[src/rtl/attack_decay_fsel.sv]
module attack_decay_fsel #(
  parameter int OCC_W    = 6,
  parameter int CMT_W    = 3,
  parameter int INT_W    = 10,
  parameter int LVL_W    = 4,
  parameter int MAX_LVL  = 15,
  parameter int ATK_STEP = 4,
  parameter int RST_LVL  = MAX_LVL
) (
  input  logic                   clk,
  input  logic                   rst_n,
  input  logic [OCC_W-1:0]       occ_i,
  input  logic [CMT_W-1:0]       cmt_i,
  input  logic [INT_W-1:0]       intv_len_i,
  input  logic [OCC_W+INT_W-1:0] atk_thr_i,
  input  logic [CMT_W+INT_W-1:0] perf_margin_i,
  output logic [LVL_W-1:0]       lvl_o
);
  localparam int OS_W = OCC_W + INT_W;
  localparam int CS_W = CMT_W + INT_W;
  localparam logic [LVL_W:0] MAX_X = MAX_LVL[LVL_W:0];
  localparam logic [LVL_W:0] ATK_X = ATK_STEP[LVL_W:0];
  localparam logic [LVL_W-1:0] RST_X = RST_LVL[LVL_W-1:0];

  logic [INT_W-1:0] cyc;
  logic [OS_W-1:0]  occ_acc, occ_prev;
  logic [CS_W-1:0]  cmt_acc, cmt_prev;
  logic             have_prev, decayed, hold;
  logic [LVL_W-1:0] lvl;

  logic             last, rise, fall, perf_drop;
  logic [OS_W-1:0]  occ_sum;
  logic [CS_W-1:0]  cmt_sum;
  logic [LVL_W:0]   lvl_x, up_sum;
  logic [LVL_W-1:0] atk_up, atk_dn, nxt_lvl;
  logic             nxt_dec, nxt_hold;

  assign last      = (intv_len_i <= 1) || (cyc >= intv_len_i - 1'b1);
  assign occ_sum   = occ_acc + OS_W'(occ_i);
  assign cmt_sum   = cmt_acc + CS_W'(cmt_i);
  assign rise      = (occ_sum > occ_prev) && (occ_sum - occ_prev > atk_thr_i);
  assign fall      = (occ_prev > occ_sum) && (occ_prev - occ_sum > atk_thr_i);
  assign perf_drop = ({1'b0, cmt_sum} + {1'b0, perf_margin_i}) < {1'b0, cmt_prev};
  assign lvl_x     = {1'b0, lvl};
  assign up_sum    = lvl_x + ATK_X;
  assign atk_up    = (up_sum > MAX_X) ? MAX_X[LVL_W-1:0] : up_sum[LVL_W-1:0];
  assign atk_dn    = (lvl_x >= ATK_X) ? lvl - ATK_X[LVL_W-1:0] : '0;
  assign lvl_o     = lvl;

  always_comb begin
    nxt_lvl  = lvl;
    nxt_dec  = decayed;
    nxt_hold = hold;
    if (have_prev) begin
      nxt_dec  = 1'b0;
      nxt_hold = 1'b0;
      if (rise)
        nxt_lvl = atk_up;
      else if (fall)
        nxt_lvl = atk_dn;
      else if (decayed && perf_drop) begin
        nxt_lvl  = (lvl_x >= MAX_X) ? MAX_X[LVL_W-1:0] : lvl + 1'b1;
        nxt_hold = 1'b1;
      end else if (!hold && lvl != '0) begin
        nxt_lvl = lvl - 1'b1;
        nxt_dec = 1'b1;
      end
    end
  end

  always_ff @(posedge clk) begin
    if (!rst_n) begin
      cyc       <= '0;
      occ_acc   <= '0;
      cmt_acc   <= '0;
      occ_prev  <= '0;
      cmt_prev  <= '0;
      have_prev <= 1'b0;
      decayed   <= 1'b0;
      hold      <= 1'b0;
      lvl       <= RST_X;
    end else if (last) begin
      cyc       <= '0;
      occ_acc   <= '0;
      cmt_acc   <= '0;
      occ_prev  <= occ_sum;
      cmt_prev  <= cmt_sum;
      have_prev <= 1'b1;
      decayed   <= nxt_dec;
      hold      <= nxt_hold;
      lvl       <= nxt_lvl;
    end else begin
      cyc     <= cyc + 1'b1;
      occ_acc <= occ_sum;
      cmt_acc <= cmt_sum;
    end
  end

  p_range_r8: assert property (@(posedge clk) disable iff (!rst_n)
    {1'b0, lvl_o} <= MAX_X);

  p_quiet_between_r2: assert property (@(posedge clk) disable iff (!rst_n)
    !last |=> $stable(lvl_o));

  p_attack_up_r3: assert property (@(posedge clk) disable iff (!rst_n)
    (last && have_prev && rise) |=> ({1'b0, lvl_o} >= {1'b0, $past(lvl_o)}));

  p_attack_dn_r4: assert property (@(posedge clk) disable iff (!rst_n)
    (last && have_prev && fall) |=> ({1'b0, lvl_o} <= {1'b0, $past(lvl_o)}));

  p_small_move_r5: assert property (@(posedge clk) disable iff (!rst_n)
    (last && !rise && !fall) |=>
      (({1'b0, lvl_o} + 1'b1 >= {1'b0, $past(lvl_o)}) &&
       ({1'b0, lvl_o} <= {1'b0, $past(lvl_o)} + 1'b1)));

  p_hold_r7: assert property (@(posedge clk) disable iff (!rst_n)
    (last && hold && !rise && !fall) |=> $stable(lvl_o));

endmodule

[config.mk]
export PLATFORM = sky130hd
export DESIGN_NAME = attack_decay_fsel
export DESIGN_NICKNAME = d
export VERILOG_FILES = /design/src/rtl/attack_decay_fsel.sv
export SDC_FILE = /design/constraint.sdc
export NUM_CORES = 1
export LEC_CHECK = 0
export BUFFER_PORTS_ARGS = -buffer_cell sky130_fd_sc_hd__buf_2
export CAP_MARGIN = 20
export CORE_MARGIN = 4
export CORE_UTILIZATION = 62
export DETAILED_ROUTE_END_ITERATION = 8
export GPL_TIMING_DRIVEN = 0
export PLACE_DENSITY = 0.84
export SKIP_LAST_GASP = 1
export SLEW_MARGIN = 0
export SYNTH_ARGS = -nofsm -noshare
export SYNTH_HDL_FRONTEND = slang
export SYNTH_SLANG_ARGS = --single-unit
[constraint.sdc]
create_clock -name clk -period 7.8 [get_ports clk]
set_input_delay 0.78 -clock clk [delete_from_list [all_inputs] [get_ports clk]]
set_output_delay 0.78 -clock clk [all_outputs]
set_load 0.01 [all_outputs]
== Word level (Yosys, flattened, before mapping) ==
Cells that the tools add are included.
Widths: inputs -> output; s select.

* Register bits after elaboration: 75
* Bits in latches: 0
* Memory bits (writable): 0
* Bits in read-only memories: 0
* Input bits: 50
* Output and inout port bits: 4
* Memories: 0

* Add/subtract/negate cells: 11
* $mul: 0
* Divide/modulo/power cells: 0
* Magnitude comparators: 10
* Equal/unequal tests: 0
* Shift operators: 0
* Muxes and demuxes: 14
* Bitwise gates (word level): 1
* Reduce and logical (&&, ||, !) cells: 11

{| class="wikitable"
|+ Operator list
! kind !! number
|-
| $gt 16x16->1 || 4
|-
| $sub 16x16->16 || 2
|-
| $mux 4 || 7
|-
| $add 16x6->16 || 1
|-
| $add 13x13->14 || 1
|-
| $lt 14x13->1 || 1
|-
| $add 13x3->13 || 1
|-
| $add 10x1->10 const B || 1
|-
| $ge 10x10->1 || 1
|-
| $le 10x1->1 const B || 1
|-
| $sub 10x1->10 const B || 1
|-
| $reduce_bool 4->1 || 2
|-
| $mux 1 || 7
|-
| $add 4x3->5 const B || 1
|-
| $gt 5x4->1 const B || 1
|-
| $add 4x1->4 const B || 1
|-
| $ge 4x3->1 const B || 1
|-
| $ge 4x4->1 const B || 1
|-
| $logic_and 1x1->1 || 4
|-
| $sub 4x1->4 const B || 1
|-
| $sub 4x3->4 const B || 1
|-
| $reduce_and 3->1 || 1
|-
| $reduce_and 2->1 || 1
|-
| $reduce_or 2->1 || 1
|-
| other kinds (3) || 3
|}

== Longest topological paths before layout ==
Gate-level depths: netlist of the first run.

* Word-level depth: 7
* Gate-level depth with buffers: 27
* Depth with buffers taken out: 26

== Least setup slack after synthesis of the first run ==
Ideal clock, no wire load.

* Kind: in2reg
* Start: in occ_i[0]
* End: reg lvl[3], in the netlist lvl_o[3]
* Setup time: 122 ps
* Arrival time: 6078 ps
* Setup slack: 1600 ps
* Stages: 25
* Buffers on the path: 1
* Cells stage by stage: ha_1 -> fa_1 -> a211oi_1 -> o21bai_1 -> a21oi_1 -> nor2_1 -> xnor2_1 -> inv_1 -> ha_1 -> clkbuf_1 -> nand4_1 -> or2_2 -> o211a_1 -> a21oi_1 -> o21a_1 -> nor2_1 -> xnor2_1 -> ha_1 -> nand4_1 -> or3_1 -> o311ai_0 -> a311oi_4 -> nor2_2 -> a221oi_1 -> o32a_1

* Longest elaborated chain between the ends: 6

{| class="wikitable"
|+ Ends and longest elaborated chain
! item !! line !! RTL
|-
| start: declaration || 12 || <nowiki>input logic [OCC_W-1:0] occ_i,</nowiki>
|-
| $add 16x6->16 * || 39 || <nowiki>assign occ_sum = occ_acc + OS_W'(occ_i);</nowiki>
|-
| $sub 16x16->16 (on tied branches) || 41, 42 ||
|-
| $gt 16x16->1 (on tied branches) || 41, 42 ||
|-
| $logic_and 1x1->1 (on tied branches) || 41, 42 ||
|-
| $reduce_bool 4->1 (no source line) / $mux 4 (equally long branches) || n/a ||
|-
| $reduce_and 3->1 (no source line) / $mux 4 (equally long branches) || n/a ||
|-
| end signal: assignment || 91 || <nowiki>lvl <= nxt_lvl;</nowiki>
|-
| end: declaration || 29 || <nowiki>logic [LVL_W-1:0] lvl;</nowiki>
|}

Every way passes the cells marked *; elsewhere a longest branch is shown, timed or not.
A chain may end at the register's enable or synchronous reset.

== Final worst setup path of the first run ==
Ends and elaborated chain as after synthesis.

==> results.txt, run 1 <==
----------------------------------------------------
[Clocking]
  TritonCTS clock tree ... yes
  Clock latency of the later-clocked register in the worst-skew pair ... 0.36 ns
  Clock sink total ... 75
  Buffers inserted by post-CTS timing repair ... 0
  Number of clock buffers inserted by TritonCTS ... 9
  Number of H-tree branching levels ... 3
  CTS clk-pin slew, worst paths ... about 0.08 ns
  Clock root buffer master ... sky130_fd_sc_hd__clkbuf_8
  Resized Gates After CTS ... 0
  Maximum clock path buffer count ... 2
  Number of buffers inserted for hold repair after clock tree synthesis ... 0

[Synthesis]
  Synth Cell Area ... 6830 sq um
  Number of storage elements in the synthesis netlist ... 75
  Top-area cell type share of the netlist area ... between 20 and 25%
  Proportion of synthesized flip-flops having asynchronous set or reset ... 0%
  Syn Nets ... 1048
  Cell count after synthesis ... 884
  Number of distinct library cells after synthesis ... 67
  Sequential-to-total area share from yosys stat ... 22.0%
  Synth Area per Inst ... 7.73 sq um
  Post-synth EDFFs ... 0
  Synthesis Warnings ... 0
  Prevailing post-synth register cell ... sky130_fd_sc_hd__dfxtp_1
  Post-synth top area cell ... sky130_fd_sc_hd__dfxtp_1
  Synth top area cells ... sky130_fd_sc_hd__dfxtp_1, sky130_fd_sc_hd__ha_1, sky130_fd_sc_hd__nor2_1, sky130_fd_sc_hd__inv_1, sky130_fd_sc_hd__xnor2_1

[Worst setup path]
  Register-to-register setup slack ... approximately 1.2 ns
  Depth of the worst register-to-register path ... 25
  Start point of the critical path ... occ_i[0]
  Critical path class ... input port to flip-flop
  Capturing point of the worst reg2reg path ... lvl_o[3]
  Setup crit start kind ... input port
  Critical path's most frequent cell ... sky130_fd_sc_hd__ha_1
  Buffering stage count on the worst path with inverters included ... 3
  Data required time at the worst endpoint ... between 8 and 9 ns
  Reg2Reg Launch Point ... occ_acc[0]
  Maximum net fanout on the critical path ... 10
  Kind of capture point of the worst setup path ... flip-flop
  Critical Path Slowest Stage Cell ... sky130_fd_sc_hd__o311ai_0
  Biggest cell delay along the critical path ... 0.57 ns
  Worst Path Arrival ... 7.08 ns
  Top Family by Delay on Critical Path ... compound AO/OA/AOI/OAI gates

[Die]
  Area inside the core boundary ... 10800 sq um
  Number of placement rows ... 38
  Starting Density ... between 60 and 70%
  Die area ... 12800 sq um
  Count of pins on the block boundary ... 54
  Width of the chip ... 113 um
  Vertical die dimension ... 113 um

[Finish]
  Number of filler cells placed in the layout ... 931
  Non-Filler Instances ... 1093
  Area of the multi-input gates ... 4820 sq um
  Final core area utilization ... between 60% and 70%
  Ratio of cells with drive above 1 in the final layout ... 8.60%
  Diode insertion count for antenna repair ... 0
  Sequential standard cell area ... 1500 sq um
  Post-synthesis to final-layout area growth ... 9.76%
  # nets final ... 1112

[Timing]
  Setup-violating endpoint count in the final report ... 0
  Unrepaired setup endpoints after global routing ... false
  Worst slew margin ... 56.4%
  Shortest period the worst path allows ... 6.83 ns
  Worst-Margin Slew ... ~0.65 ns
  Setup TNS after final layout ... 0 ns
  Final period util ... approximately 90%
  Final hold violation count ... 0
  Pins Over Slew Limit ... 0
  Clock Skew ... 0.00912 ns
  Highest clock rate ... between 100 and 150 MHz

[GRT]
  Global-route usage over all layers ... about a quarter
  Vias in the first global route ... 5829
  First-pass GRT wire length ... 25500 um
  Number of antenna violations at the first check in global routing ... 0
  Largest net degree at the start of global routing ... 14
  Global-route congestion overflow total ... 0

[Power and ir drop]
  Relative contribution of combinational cells to total power ... around 62%
  Static Leakage ... 3.51 nW
  Internal power contribution ... 1.12 mW
  Net switching power of the design ... 0.883 mW
  Total power divided by cell area ... 267 nW/um^2
  Sequential power share ... 20.8%
  Clock network fraction of total power ... between 10% and 20%
  Tot Pwr ... between 1.5 and 2 mW
  Share of total power consumed by net switching ... 44.2%
  VDD IR max ... 243 uV

[Min path]
  Hold Crit Class ... flip-flop to flip-flop
  Hold path depth ... 2
  Endpoint, Worst Hold ... decayed
  Worst Min Path Start ... decayed

[Detailed routing]
  Number of DRC markers after the initial detailed-route iteration ... ~300
  Total Wirelength ... 14600 um
  DR DRC count ... 0
  Antenna-violating nets left ... 0
  Routed wire length per instance ... 13.4 um
  Vias after detailed routing ... 6116
  Average vias per placed instance ... about 5.6
  Pre-Repair DR Iteration Count ... 5

[Place]
  Quantity of I/O buffers inserted on ports ... 53
  Detailed placer's ending HPWL ... 12000 um
  Global placement routability congestion ... between 0.9 and 1
  Placed instance count ... 1077

[Run status]
  Outcome ... finished clean

[Job]
  Max cap viols ... 0

----------------------------------------------------
==> metal layers <==
metal | global-route usage (%) | vias up | part of all wire [%]
met2 | 41.1 | 117 | 47
li1 | - | 3197 | -
met1 | 30.2 | 2771 | 47
met4 | 9.70 | 0 | 3.0
met5 | 0 | - | 0
met3 | 2.30 | 31 | 3.0
==> through the flow <==
stage          cell area (sq um)  setup slack (ns)  hold slack [ns]
6_report                    7500             0.971            0.462
5_1_grt                     7500             0.424            0.490
4_1_cts                     7500             0.929            0.465
3_5_place_dp                7270             0.571            0.453
3_3_place_gp                7270             0.705            0.447
2_1_floorplan               6830              1.60            0.432
==> sequential cells by signal, summed over array words and instances, names as in the netlist <==
name	cells
occ_acc	16
occ_prev	16
cmt_acc	13
cmt_prev	13
cyc	10
lvl_o	4
decayed	1
have_prev	1
hold	1
==> power groups by stage <==
stage                     Combinational [mW]  Clock, mW  Sequential (mW)
final                                   1.24      0.342            0.417
after global routing                    1.41      0.362            0.420
after CTS                               1.24      0.346            0.416
after detailed placement                1.23          0            0.425
after global placement                  1.19          0            0.424
after floorplan                        0.962          0            0.423
==> cells in the final DEF (no fill, tap or decap), types with 7 or more instances in the layout <==
cell type,count
sky130_fd_sc_hd__a211oi_1,32
sky130_fd_sc_hd__a21boi_0,7
sky130_fd_sc_hd__a21o_1,17
sky130_fd_sc_hd__a21oi_1,62
sky130_fd_sc_hd__a31oi_1,9
sky130_fd_sc_hd__and3_1,9
sky130_fd_sc_hd__buf_2,53
sky130_fd_sc_hd__clkbuf_1,24
sky130_fd_sc_hd__clkbuf_8,10
sky130_fd_sc_hd__dfxtp_1,75
sky130_fd_sc_hd__ha_1,109
sky130_fd_sc_hd__inv_1,106
sky130_fd_sc_hd__nand2_1,46
sky130_fd_sc_hd__nand2b_1,7
sky130_fd_sc_hd__nand3_1,23
sky130_fd_sc_hd__nand4_1,15
sky130_fd_sc_hd__nor2_1,119
sky130_fd_sc_hd__nor2b_1,9
sky130_fd_sc_hd__nor3_1,14
sky130_fd_sc_hd__o21a_1,8
sky130_fd_sc_hd__o21ai_0,38
sky130_fd_sc_hd__xnor2_1,42
sky130_fd_sc_hd__xor2_1,29
==> logic make-up (layout without fill, tap and decap cells) <==
logic type | after synthesis | count (layout) | synth area share, %
adder cells (fa/ha/maj) | 114 | 114 | 21.4
buffers and inverters | 135 | 204 | 7.49
XOR/XNOR | 71 | 71 | 9.10
AND/OR/NAND/NOR | 271 | 271 | 18.7
flip-flops | 75 | 75 | 22.0
AO/OA/AOI/OAI | 214 | 214 | 20.7
multiplexers | 4 | 4 | 0.586
==> layout make-up <==
type	instances	share of cell area (%)
inverter	107	5.36
multi-input combinational	674	64.3
tap	140	2.34
clock inverter	5	1.13
timing repair buffer	53	3.54
clock buffer	11	1.89
sequential	75	20.0
buffer	28	1.47
==> synthesized netlist by cell type, types with 15 or more instances <==
cell                       instances
sky130_fd_sc_hd__nor2_1          119
sky130_fd_sc_hd__ha_1            109
sky130_fd_sc_hd__inv_1           106
sky130_fd_sc_hd__dfxtp_1          75
sky130_fd_sc_hd__a21oi_1          62
sky130_fd_sc_hd__nand2_1          46
sky130_fd_sc_hd__xnor2_1          42
sky130_fd_sc_hd__o21ai_0          38
sky130_fd_sc_hd__a211oi_1         32
sky130_fd_sc_hd__xor2_1           29
sky130_fd_sc_hd__clkbuf_1         23
sky130_fd_sc_hd__nand3_1          23
sky130_fd_sc_hd__a21o_1           17
sky130_fd_sc_hd__nand4_1          15
==> worst min-delay path: cells and delay by family, from the launching register on <==
kind	cells	cell delay, ns
flip-flops	1	0.31
AO/OA/AOI/OAI	1	0.05
AND/OR/NAND/NOR	1	0.05
==> how the worst max path moves through the flow <==
stage / depth (start not counted) / endpoint / slack (ns)
finish: 26 / lvl_o[3] / 0.97
detailed placement: 26 / lvl_o[3] / 0.57
global route: 26 / lvl_o[3] / 0.42
global placement: 26 / lvl_o[3] / 0.70
floorplan: 25 / lvl_o[3] / 1.60
CTS: 26 / lvl_o[3] / 0.93
(Power assumes the default switching activity.)
==> run 2: changes to the inputs <==
Settings changed: CORE_UTILIZATION 62 to 65, PLACE_DENSITY 0.84 to 0.87.
Clock period 7.8 ns to 8.1 ns, I/O delays scaled along.
==> results.txt, run 2 (same netlist as run 1, synthesis figures left out) <==
----------------------------------------------------
[Timing]
  Unrepaired setup endpoints after global routing ... false (unchanged)
  Final hold violation count ... 0 (unchanged)
  Pins Over Slew Limit ... 0 (unchanged)
  Worst slew margin ... 56.5% (was 56.4%)
  Setup-violating endpoint count in the final report ... 0 (unchanged)
  Clock Skew ... 0.00822 ns (was 0.00912 ns)
  Final period util ... between 80% and 90%
  Minimum hold slack ... 0.470 ns (was 0.462 ns)
  Shortest period the worst path allows ... 7.00 ns
  Worst-Margin Slew ... 0.644 ns (was 0.645 ns)
  Setup TNS after final layout ... 0 ns (unchanged)
  Highest clock rate ... 143 MHz

[Job]
  Max cap viols ... 0 (unchanged)

[Place]
  Quantity of I/O buffers inserted on ports ... 53 (unchanged)
  Global placement routability congestion ... 0.896 (was 0.946)
  Detailed placer's ending HPWL ... 12000 um (about the same)

[GRT]
  Number of antenna violations at the first check in global routing ... 0 (unchanged)
  First-pass GRT wire length ... 26200 um (was 25500 um)
  Global-route usage over all layers ... 24.9% (was 23.7%)
  Vias in the first global route ... 5876 (was 5829)
  Largest net degree at the start of global routing ... 14 (unchanged)
  Global-route congestion overflow total ... 0 (unchanged)

[Die]
  Starting Density ... 66.5% (was 63.3%)
  Die area ... 12200 sq um (was 12800 sq um)
  Width of the chip ... 111 um (was 113 um)
  Number of placement rows ... 37 (was 38)
  Count of pins on the block boundary ... 54 (unchanged)
  Area inside the core boundary ... 10300 sq um (was 10800 sq um)
  Vertical die dimension ... 111 um (was 113 um)

[Finish]
  Sequential standard cell area ... 1500 sq um (unchanged)
  Most frequent cells in the layout ... sky130_fd_sc_hd__nor2_1, sky130_fd_sc_hd__ha_1, sky130_fd_sc_hd__inv_1, sky130_fd_sc_hd__dfxtp_1, sky130_fd_sc_hd__a21oi_1 (unchanged)
  Ratio of cells with drive above 1 in the final layout ... 8.60% (unchanged)
  Largest registers ... occ_acc: 16 flops, occ_prev: 16 flops (unchanged)
  Diode insertion count for antenna repair ... 0 (unchanged)
  Post-synthesis to final-layout area growth ... 9.89% (was 9.76%)
  Most frequent standard cell in the layout excluding fill and tap cells ... sky130_fd_sc_hd__nor2_1 (unchanged)
  Area of the multi-input gates ... 4820 sq um (unchanged)
  Number of filler cells placed in the layout ... 835 (was 931)
  # nets final ... 1112 (unchanged)

[Worst setup path]
  Data required time at the worst endpoint ... 8.38 ns (was 8.05 ns)
  Worst Path Arrival ... 7.29 ns (was 7.08 ns)
  Critical Path Slowest Stage Cell ... sky130_fd_sc_hd__fa_1 (was sky130_fd_sc_hd__o311ai_0)
  Setup crit start kind ... input port (unchanged)
  Kind of capture point of the worst setup path ... flip-flop (unchanged)
  Maximum net fanout on the critical path ... 10 (unchanged)
  Critical path class ... input port to flip-flop (unchanged)
  Critical path's most frequent cell ... sky130_fd_sc_hd__ha_1 (unchanged)
  Biggest cell delay along the critical path ... 0.44 ns (was 0.57 ns)

[Min path]
  Hold Crit Class ... flip-flop to flip-flop (unchanged)

[Run status]
  Outcome ... finished clean (unchanged)

[Power and ir drop]
  Total power divided by cell area ... 258 nW/um^2 (was 267 nW/um^2)
  VDD IR max ... 188 uV (was 243 uV)
  Static Leakage ... 3.52 nW (was 3.51 nW)

[Clocking]
  CTS clk-pin slew, worst paths ... 0.08 ns (about the same)
  Number of buffers inserted for hold repair after clock tree synthesis ... 0 (unchanged)
  Resized Gates After CTS ... 0 (unchanged)
  Clock sink total ... 75 (unchanged)
  Maximum clock path buffer count ... 2 (unchanged)
  Number of H-tree branching levels ... 3 (unchanged)
  Buffers inserted by post-CTS timing repair ... 0 (unchanged)
  Number of clock buffers inserted by TritonCTS ... 9 (unchanged)
  TritonCTS clock tree ... yes (unchanged)
  Clock latency of the later-clocked register in the worst-skew pair ... 0.36 ns (about the same)
  Clock root buffer master ... sky130_fd_sc_hd__clkbuf_8 (unchanged)

[Detailed routing]
  Routed wire length per instance ... 13.9 um (was 13.4 um)
  Average vias per placed instance ... 5.65 (was 5.60)
  DR DRC count ... 0 (unchanged)
  Number of DRC markers after the initial detailed-route iteration ... 327 (was 301)
  Pre-Repair DR Iteration Count ... 5 (unchanged)
  Vias after detailed routing ... 6153 (was 6116)
  Total Wirelength ... 15100 um (was 14600 um)
  Antenna-violating nets left ... 0 (unchanged)

----------------------------------------------------
[run 2: changes by cell type in the layout (fill, tap and decap cells not counted)]
| cell | delta |
|---|---|
| sky130_fd_sc_hd__clkbuf_8 | -1 |
| sky130_fd_sc_hd__clkinv_2 | +1 |
| sky130_fd_sc_hd__bufinv_16 | +1 |
| sky130_fd_sc_hd__clkinvlp_4 | -1 |
[run 2: report_power, final]
part	switching (mW)	internal [mW]	leakage [nW]
Clock	0.143	0.206	0.121
Combinational	0.685	0.503	2.79
Sequential	0.0142	0.388	0.608
Total	0.843	1.10	3.52
[run 2: path summary, 6_finish.rpt]
kind	startpoint	endpoint	slack [ns]	cells after the start
max	occ_i[0]	lvl_o[2]	1.10	27
min	cyc[0]	cyc[0]	0.47	1
max reg2reg	occ_acc[0]	lvl_o[2]	1.36	26
min reg2reg	cyc[0]	cyc[0]	0.47	1
[run 2: area by class of cell]
type                    instances  area share [%]
multi-input cells             674            64.2
inverters                     107            5.35
plain buffers                  28            1.47
flip-flops and latches         75            20.0
clock inverters                 6            1.50
well taps                     136            2.27
clock buffers                  10            1.70
repair buffers                 53            3.53
[run 2: critical path, delay by kind of cell]
family                     cells  cell delay [ns]
adders and majority gates      4             1.26
xor gates and xnor gates       2             0.47
AOI/OAI and AO/OA             11             2.82
buffers and inverters          3             0.54
and+or+nand+nor                7             1.35
[run 2: routing by layer]
layer | track usage [%] | routed length, um | up-vias
li1 | - | - | 3205
met1 | 32.1 | 6990 | 2778
met2 | 42.6 | 7170 | 149
met3 | 4.16 | 618 | 21
met4 | 7.55 | 308 | 0
met5 | 0 | 0 | -
[run 2: per-stage QoR]
stage	setup WS [ns]	utilization [%]	instance area, sq um	cells	power, mW
floorplan	1.87	-	6830	884	1.33
global placement	1.03	70.7	7270	1073	1.55
detailed placement	0.890	70.7	7270	1073	1.58
CTS	1.21	73.0	7510	1089	1.94
global route	0.689	73.0	7510	1089	2.12
finish	1.10	73.0	7510	1089	1.94
